`src/rtl/pred_issue_seq.sv`:
```
module pred_issue_seq #(
  parameter int VLW = 8,
  parameter int NFU = 4,
  localparam int SW = (NFU > 2) ? $clog2(NFU) : 1,
  localparam int LANES = 8
) (
  input  logic             clk,
  input  logic             rst_n,
  input  logic             start,
  input  logic [VLW-1:0]   vl,
  input  logic [1:0]       ew,
  input  logic             pred_en,
  input  logic [1:0]       bit_sel,
  input  logic             pred_inv,
  input  logic [31:0]      cond_word,
  input  logic             rdy,
  output logic             vld,
  output logic [VLW-1:0]   elem_idx,
  output logic [SW-1:0]    fu_slot,
  output logic             pair,
  output logic [LANES-1:0] lane_mask
);

  logic           busy;
  logic [VLW-1:0] cnt, vl_q;
  logic [SW-1:0]  slot;
  logic [1:0]     ew_q, bs_q;
  logic           pen_q, inv_q;
  logic [31:0]    cw_q;

  logic [3:0]     step;
  logic [VLW:0]   nxt;
  logic           last;

  always_comb begin
    case (ew_q)
      2'd0, 2'd1: step = 4'd8;
      2'd2:       step = 4'd2;
      default:    step = 4'd1;
    endcase
  end

  assign nxt  = {1'b0, cnt} + {{(VLW-3){1'b0}}, step};
  assign last = nxt >= {1'b0, vl_q};

  always_comb begin
    for (int i = 0; i < LANES; i++) begin
      logic [VLW:0] e;
      logic         act, pb;
      e   = {1'b0, cnt} + (VLW+1)'(i);
      act = (i < int'(step)) && (e < {1'b0, vl_q});
      pb  = cw_q[{e[2:0], bs_q}] ^ inv_q;
      lane_mask[i] = act & (pen_q ? pb : 1'b1);
    end
  end

  always_ff @(posedge clk) begin
    if (!rst_n) begin
      busy  <= 1'b0;
      cnt   <= '0;
      slot  <= '0;
      vl_q  <= '0;
      ew_q  <= 2'd0;
      bs_q  <= 2'd0;
      pen_q <= 1'b0;
      inv_q <= 1'b0;
      cw_q  <= '0;
    end else if (start) begin
      busy  <= vl != '0;
      cnt   <= '0;
      slot  <= '0;
      vl_q  <= vl;
      ew_q  <= ew;
      bs_q  <= bit_sel;
      pen_q <= pred_en;
      inv_q <= pred_inv;
      cw_q  <= cond_word;
    end else if (busy && rdy) begin
      if (last) busy <= 1'b0;
      else      cnt  <= nxt[VLW-1:0];
      slot <= slot + ((ew_q == 2'd1) ? SW'(2) : SW'(1));
    end
  end

  assign vld      = busy;
  assign elem_idx = cnt;
  assign fu_slot  = slot;
  assign pair     = ew_q == 2'd1;

  a_r1_reset_idle: assert property (@(posedge clk) !rst_n |=> !vld);
  a_r2_start_zero: assert property (@(posedge clk) disable iff (!rst_n)
    start && vl != '0 |=> vld && elem_idx == '0 && fu_slot == '0);
  a_r2_empty_idle: assert property (@(posedge clk) disable iff (!rst_n)
    start && vl == '0 |=> !vld);
  a_r4_stall_hold: assert property (@(posedge clk) disable iff (!rst_n)
    vld && !rdy && !start |=> vld && $stable(elem_idx) && $stable(fu_slot) && $stable(lane_mask));
  a_r7_idx_inside: assert property (@(posedge clk) disable iff (!rst_n)
    vld |-> elem_idx < vl_q && lane_mask[0] == (pen_q ? (cw_q[{elem_idx[2:0], bs_q}] ^ inv_q) : 1'b1));
  a_r8_pair_even: assert property (@(posedge clk) disable iff (!rst_n)
    vld && pair |-> fu_slot[0] == 1'b0 || SW == 1);
  a_r9_done_idle: assert property (@(posedge clk) disable iff (!rst_n)
    vld && rdy && !start && last |=> !vld);

endmodule

```
`config.mk`:
```
export PLATFORM = sky130hd
export DESIGN_NAME = pred_issue_seq
export DESIGN_NICKNAME = d
export VERILOG_FILES = /design/src/rtl/pred_issue_seq.sv
export SDC_FILE = /design/constraint.sdc
export NUM_CORES = 1
export LEC_CHECK = 0
export CORE_ASPECT_RATIO = 1.4
export CORE_MARGIN = 5
export CORE_UTILIZATION = 45
export CTS_CLUSTER_DIAMETER = 100
export DETAILED_ROUTE_END_ITERATION = 8
export GPL_TIMING_DRIVEN = 0
export MAX_ROUTING_LAYER = met4
export PLACE_DENSITY = 0.74
export SKIP_LAST_GASP = 1
export SYNTH_ARGS = -nofsm -noshare
export SYNTH_HDL_FRONTEND = slang
export SYNTH_SLANG_ARGS = --single-unit
```
`constraint.sdc`:
```
create_clock -name clk -period 6 [get_ports clk]
set_clock_uncertainty 0.2 [all_clocks]
set_input_delay 0.9 -clock clk [delete_from_list [all_inputs] [get_ports clk]]
set_output_delay 0.9 -clock clk [all_outputs]
set_load 0.005 [all_outputs]
```
# [Yosys cells after proc, flatten, opt, wreduce, memory -nomap -nowiden]
# Cells that the tools add are included.
[op_classes] reduce_logical=17 bitwise=18 muxes=29 n_eq_ne=2 n_addsub=9 magnitude_cmp=25
[op_table] cell="less-than comparator 9 x 8 -> 1 bit" count=7
[op_table] cell="less-than comparator 5 x 6 -> 1 bit (second input constant)" count=8
[op_table] cell="binary-select mux 1 bit (select 5 bit)" count=8
[op_table] cell="adder 8 x 3 -> 9 bit (second input constant)" count=4
[op_table] cell="two-way mux 1 bit" count=19
[op_table] cell="adder 8 x 2 -> 9 bit (second input constant)" count=2
[op_table] cell="less-than comparator 3 x 4 -> 1 bit (first input constant)" count=4
[op_table] cell="adder 8 x 1 -> 9 bit (second input constant)" count=1
[op_table] cell="adder 8 x 4 -> 9 bit" count=1
[op_table] cell="greater-or-equal comparator 9 x 8 -> 1 bit" count=1
[op_table] cell="logical AND 1 bit" count=9
[op_table] cell="AND 1 bit" count=8
[op_table] cell="less-than comparator 1 x 4 -> 1 bit (first input constant)" count=2
[op_table] cell="less-than comparator 2 x 4 -> 1 bit (first input constant)" count=2
[op_table] cell="less-than comparator 8 bit" count=1
[op_table] cell="one-hot mux 4 bit (2 select lines)" count=1
[op_table] cell="nonzero test 8 bit" count=1
[op_table] cell="bitwise XOR 1 bit" count=8
[op_table] cell="AND reduction 2 bit" count=2
[op_table] cell="nonzero test 2 bit" count=2
[op_table] cell="OR reduction 2 bit" count=2
[op_table] cell="adder 2 bit" count=1
[op_table] cell="== test 2 x 1 -> 1 bit (second input constant)" count=1
[op_table] cell="== test 2 bit (second input constant)" count=1
[op_table] cell="other kinds (3)" count=4
[word_totals] reg_bits=57 out_inout_bits=20 input_bits=50 elab_cells=109

# [Longest topological paths before layout]
# Gate-level depths: netlist of run 1.
[depth] ltp_word=8 depth_mapped=16 ltp_nobuf=14

# [Worst setup path before layout of run 1]
# No wires, ideal clock.
[synth_path] kind="register to output" start="register cnt[1], in the netlist elem_idx[1]" end="output lane_mask[3]" path_buffers=1 stages_incl_launch_ff=13 required_time_ns=4.900 setup_slack_ns=1.958 t_arrival_ns=2.942 cell_sequence="dfxtp_1 clkbuf_1 clkinv_1 ha_1 inv_1 nand2_1 nor2_1 xor2_1 ha_1 o211a_1 a2111oi_0 o21ai_0 a21oi_1"
[synth_between] elab_chain_cells=6 word_cells_on_any_way=8 classes_between="add/sub: 1; order compare: 1; mux: 3; bitwise: 2; reduce/logical: 1"
[synth_rtl] element="start, declared" line="25" source="logic [VLW-1:0] cnt, vl_q;"
[synth_rtl] element="start signal, assigned" line="80" source="else cnt <= nxt[VLW-1:0];"
[synth_rtl] element="adder 8 x 2 -> 9 bit *" line="50" source="e = {1'b0, cnt} + (VLW+1)'(i);"
[synth_rtl] element="binary-select mux 1 bit (select 5 bit)" line="52" source="pb = cw_q[{e[2:0], bs_q}] ^ inv_q;"
[synth_rtl] element="two-way mux 1 bit (not written as such)" line="52"
[synth_rtl] element="bitwise XOR 1 bit" line="52"
[synth_rtl] element="two-way mux 1 bit" line="53" source="lane_mask[i] = act & (pen_q ? pb : 1'b1);"
[synth_rtl] element="AND 1 bit *" line="53"
[synth_rtl] element="end, declared" line="21" source="output logic [LANES-1:0] lane_mask"
# Mark *: on every way between the ends. The rest lies on a longest branch, timed or not. The select of a mux whose other input is x is not followed.

# [Worst setup path in the final report of run 1]
# Same ends and word-level chain as after synthesis.

==> results of run 1 <==
[what timing repair did]
item,4_1_cts,5_1_grt
hold endpoints to repair,0,0
resized for setup,0,1
endpoints found under the setup margin,0,1
[registers in the layout, summed over array words and instances (netlist names)]
| name | flops |
|---|---|
| vl_q | 8 |
| ew_q | 2 |
| bs_q | 2 |
| fu_slot | 2 |
| vld | 1 |
| cw_q | 32 |
| inv_q | 1 |
| pen_q | 1 |
| elem_idx | 8 |
[stage by stage]
| step | instance area [µm²] | std cells | setup WS (ns) | utilization | total power [mW] |
|---|---|---|---|---|---|
| 2_1_floorplan | 4970 | 544 | 1.96 | - | 0.558 |
| 3_3_place_gp | 5830 | 753 | 0.739 | 0.537 | 0.648 |
| 3_5_place_dp | 5830 | 753 | 0.688 | 0.537 | 0.656 |
| 4_1_cts | 6120 | 767 | 0.347 | 0.563 | 1.15 |
| 5_1_grt | 6120 | 767 | 0.0692 | 0.563 | 1.19 |
| 6_report | 6120 | 767 | 0.402 | 0.563 | 1.14 |
[cell usage in the layout (no fill, tap or decap), types with 16 or more instances in the layout]
cell | synthesis | final
a21oi_1 | 36 | 36
clkbuf_1 | 16 | 16
clkdlybuf4s50_1 | 0 | 68
dfxtp_1 | 57 | 57
ha_1 | 73 | 73
inv_1 | 27 | 27
mux2i_1 | 65 | 65
nand2_1 | 20 | 20
nor2_1 | 29 | 29
nor2b_1 | 51 | 51
xnor2_1 | 26 | 26
xor2_1 | 25 | 25
[layer usage]
layer  track usage  up-vias
li1              -     2087
met1         0.212     1972
met2         0.365      132
met3        0.0302       30
met4        0.0949        0
met5             -        -
[worst reg2reg max path: cells and delay by family (launching register included)]
kind | cells | cell delay [ns]
flops | 1 | 0.30
compound gates | 5 | 1.05
simple gates | 5 | 1.22
fa+ha+maj | 2 | 0.52
xor+xnor | 1 | 0.14
buf+inv | 3 | 0.74
[worst max path at each step]
stage | from | endpoint | slack (ns) | depth (start not counted)
2_1_floorplan | elem_idx[1] | lane_mask[3] | 1.96 | 12
3_5_place_dp | elem_idx[1] | lane_mask[3] | 0.69 | 13
6_report | elem_idx[1] | lane_mask[3] | 0.40 | 13
5_1_grt | elem_idx[1] | lane_mask[3] | 0.07 | 13
3_3_place_gp | elem_idx[1] | lane_mask[3] | 0.74 | 13
4_1_cts | elem_idx[1] | lane_mask[3] | 0.35 | 13
[layout make-up]
class                   instances  area [µm²]  area share
multi-input cells             431        3610       0.590
flip-flops and latches         57        1140       0.186
repair buffers                 68         681       0.111
clock buffers                  10         239      0.0391
well taps                     141         176      0.0288
plain buffers                  28         120      0.0196
inverters                      28         109      0.0178
clock inverters                 4        45.0     0.00736
[report_power, final]
part | switching, mW | internal (mW) | total (mW)
Combinational | 0.112 | 0.129 | 0.241
Sequential | 0.0101 | 0.399 | 0.409
Clock | 0.165 | 0.324 | 0.489
[cells by family after synthesis]
group / synth area share
and+or+nand+nor: 0.137
AOI/OAI and AO/OA: 0.135
muxes: 0.176
adders and majority gates: 0.188
DFF: 0.229
buffers and inverters: 0.0453
xor gates and xnor gates: 0.0898
==> results.sh, run 1 <==
export IMPL_status="finished, final reports clean"
export IMPL_antenna_found_initial=0
export IMPL_syn_inst=544
export IMPL_grt_total_usage=0.202
export IMPL_cts_tree="built"
export IMPL_drt_total_wl_mm=12.9
export IMPL_ys_types=48
export IMPL_n_fill_cell=942
export IMPL_critPathArrivalTime_ns=4.50
export IMPL_ant_nets=0
export IMPL_ys_seq_area_frac=0.229
export IMPL_timing_critical_path_buf_inv=4
export IMPL_synth_area_leaders="dfxtp_1, ha_1, mux2i_1, nor2b_1, xnor2_1"
export IMPL_syn_nets=668
export IMPL_slowest_stage="dfxtp_1"
export IMPL_p_leak_nw=2.77
export IMPL_first_pass_iters=5
export IMPL_rows=45
export IMPL_r2r_end="elem_idx[4]"
export IMPL_areaGrowthSynthToFinish_pct=23.0
export IMPL_worstHoldPathCells=2
export IMPL_die_area_um2=13300
export IMPL_critPathKind="reg2out"
export IMPL_m1WireLength_mm=5.04
export IMPL_min_to="fu_slot[0]"
export IMPL_grt_max_degree=11
export IMPL_num_io_pins=70
export IMPL_ir_drop_mv=0.158
export IMPL_fin_tns_setup_ns=0
export IMPL_min_delay_start="fu_slot[0]"
export IMPL_r2r_cells=16
export IMPL_fin_hold_ws_ns=0.279
export IMPL_drt_iter0_drc=185
export IMPL_critical_path_max_stage_delay_ns=0.56
export IMPL_drc_errors=0
export IMPL_crit_chain="clkbuf_1, clkinvlp_4, ha_1, inv_1, nand2_1, nor2_1, xor2_1, ha_1, o211a_1, a2111oi_0, o21ai_0, a21oi_1, clkdlybuf4s50_1"
export IMPL_r2r_setup_slack_ns=1.78
export IMPL_cp_top_family="buffers and inverters"
export IMPL_rsz0062_at_grt="false"
export IMPL_die_y_um=134
export IMPL_start_util=0.458
export IMPL_period_share=0.933
export IMPL_crit_path_end_kind="output pin"
export IMPL_fin_nets=747
export IMPL_power_density_nw_per_um2=186
export IMPL_synth_top_flop_cell="dfxtp_1"
export IMPL_synth_top_area_share=0.229
export IMPL_reg2reg_from="ew_q[1]"
export IMPL_cap_violations=0
export IMPL_wl_per_cell_um=16.8
export IMPL_htreeDepth=3
export IMPL_crit_fanout=9
export IMPL_vias=4221
export IMPL_synthTopCellsByCount="ha_1, mux2i_1, dfxtp_1, nor2b_1, a21oi_1"
export IMPL_avgViaCountPerCell=5.50
export IMPL_max_slew_worst_pin_slew_ns=0.779
export IMPL_finalCriticalPeriod_ns=5.60
export IMPL_overflow=0
export IMPL_clkTransAtPathRegs_ns=0.05
export IMPL_wl_met3_um=651
export IMPL_cts_root_buffer="clkbuf_16"
export IMPL_drive_gt1_frac=0.0559
export IMPL_synth_most_common_cell="ha_1"
export IMPL_routabilityCongestion=0.909
export IMPL_postCtsSetupBuffers=0
export IMPL_dpl_hpwl_mm=10.1
export IMPL_yosysWarnings=0
export IMPL_critPathMostFrequentCell="ha_1"
export IMPL_clock_latency_ns=0.33
export IMPL_synth_ff_latch_count=57
export IMPL_syn_area_um2=4970
export IMPL_hold_violations=0
export IMPL_top_layer="met4"
export IMPL_yosys_area_top_type="dfxtp_1"
export IMPL_synth_edf_count=0
export IMPL_die_x_um=98.9
export IMPL_core_area_um2=10900
export IMPL_portBuffers=68
export IMPL_hold_class="reg2reg"
export IMPL_dr_wl_met2_mm=6.79
export IMPL_grt_pass1_wl_mm=21.1
export IMPL_setup_viol=0
export IMPL_cts_hold_buf=0
export IMPL_n_antenna_cell=0
export IMPL_cp_data_required_time_ns=4.90
export IMPL_async_reset_ff_frac=0
export IMPL_start_kind="register"
export IMPL_relSlewSlack=0.480
export IMPL_first_global_vias=4432
export IMPL_synth_area_per_cell_um2=9.14
export IMPL_cts_sinks=57
export IMPL_cts_buffers=9
export IMPL_maxClockFrequency_ghz=0.179
export IMPL_slew_violations=0
export IMPL_clockBufferDepth=2
Note: power is estimated with default switching activity, not from simulation.
==> run 2: changes to the inputs <==
- CAP_MARGIN: not set -> 20
==> results of run 2 <==
No change in the layout: final DEF, timing and power equal those of run 1.
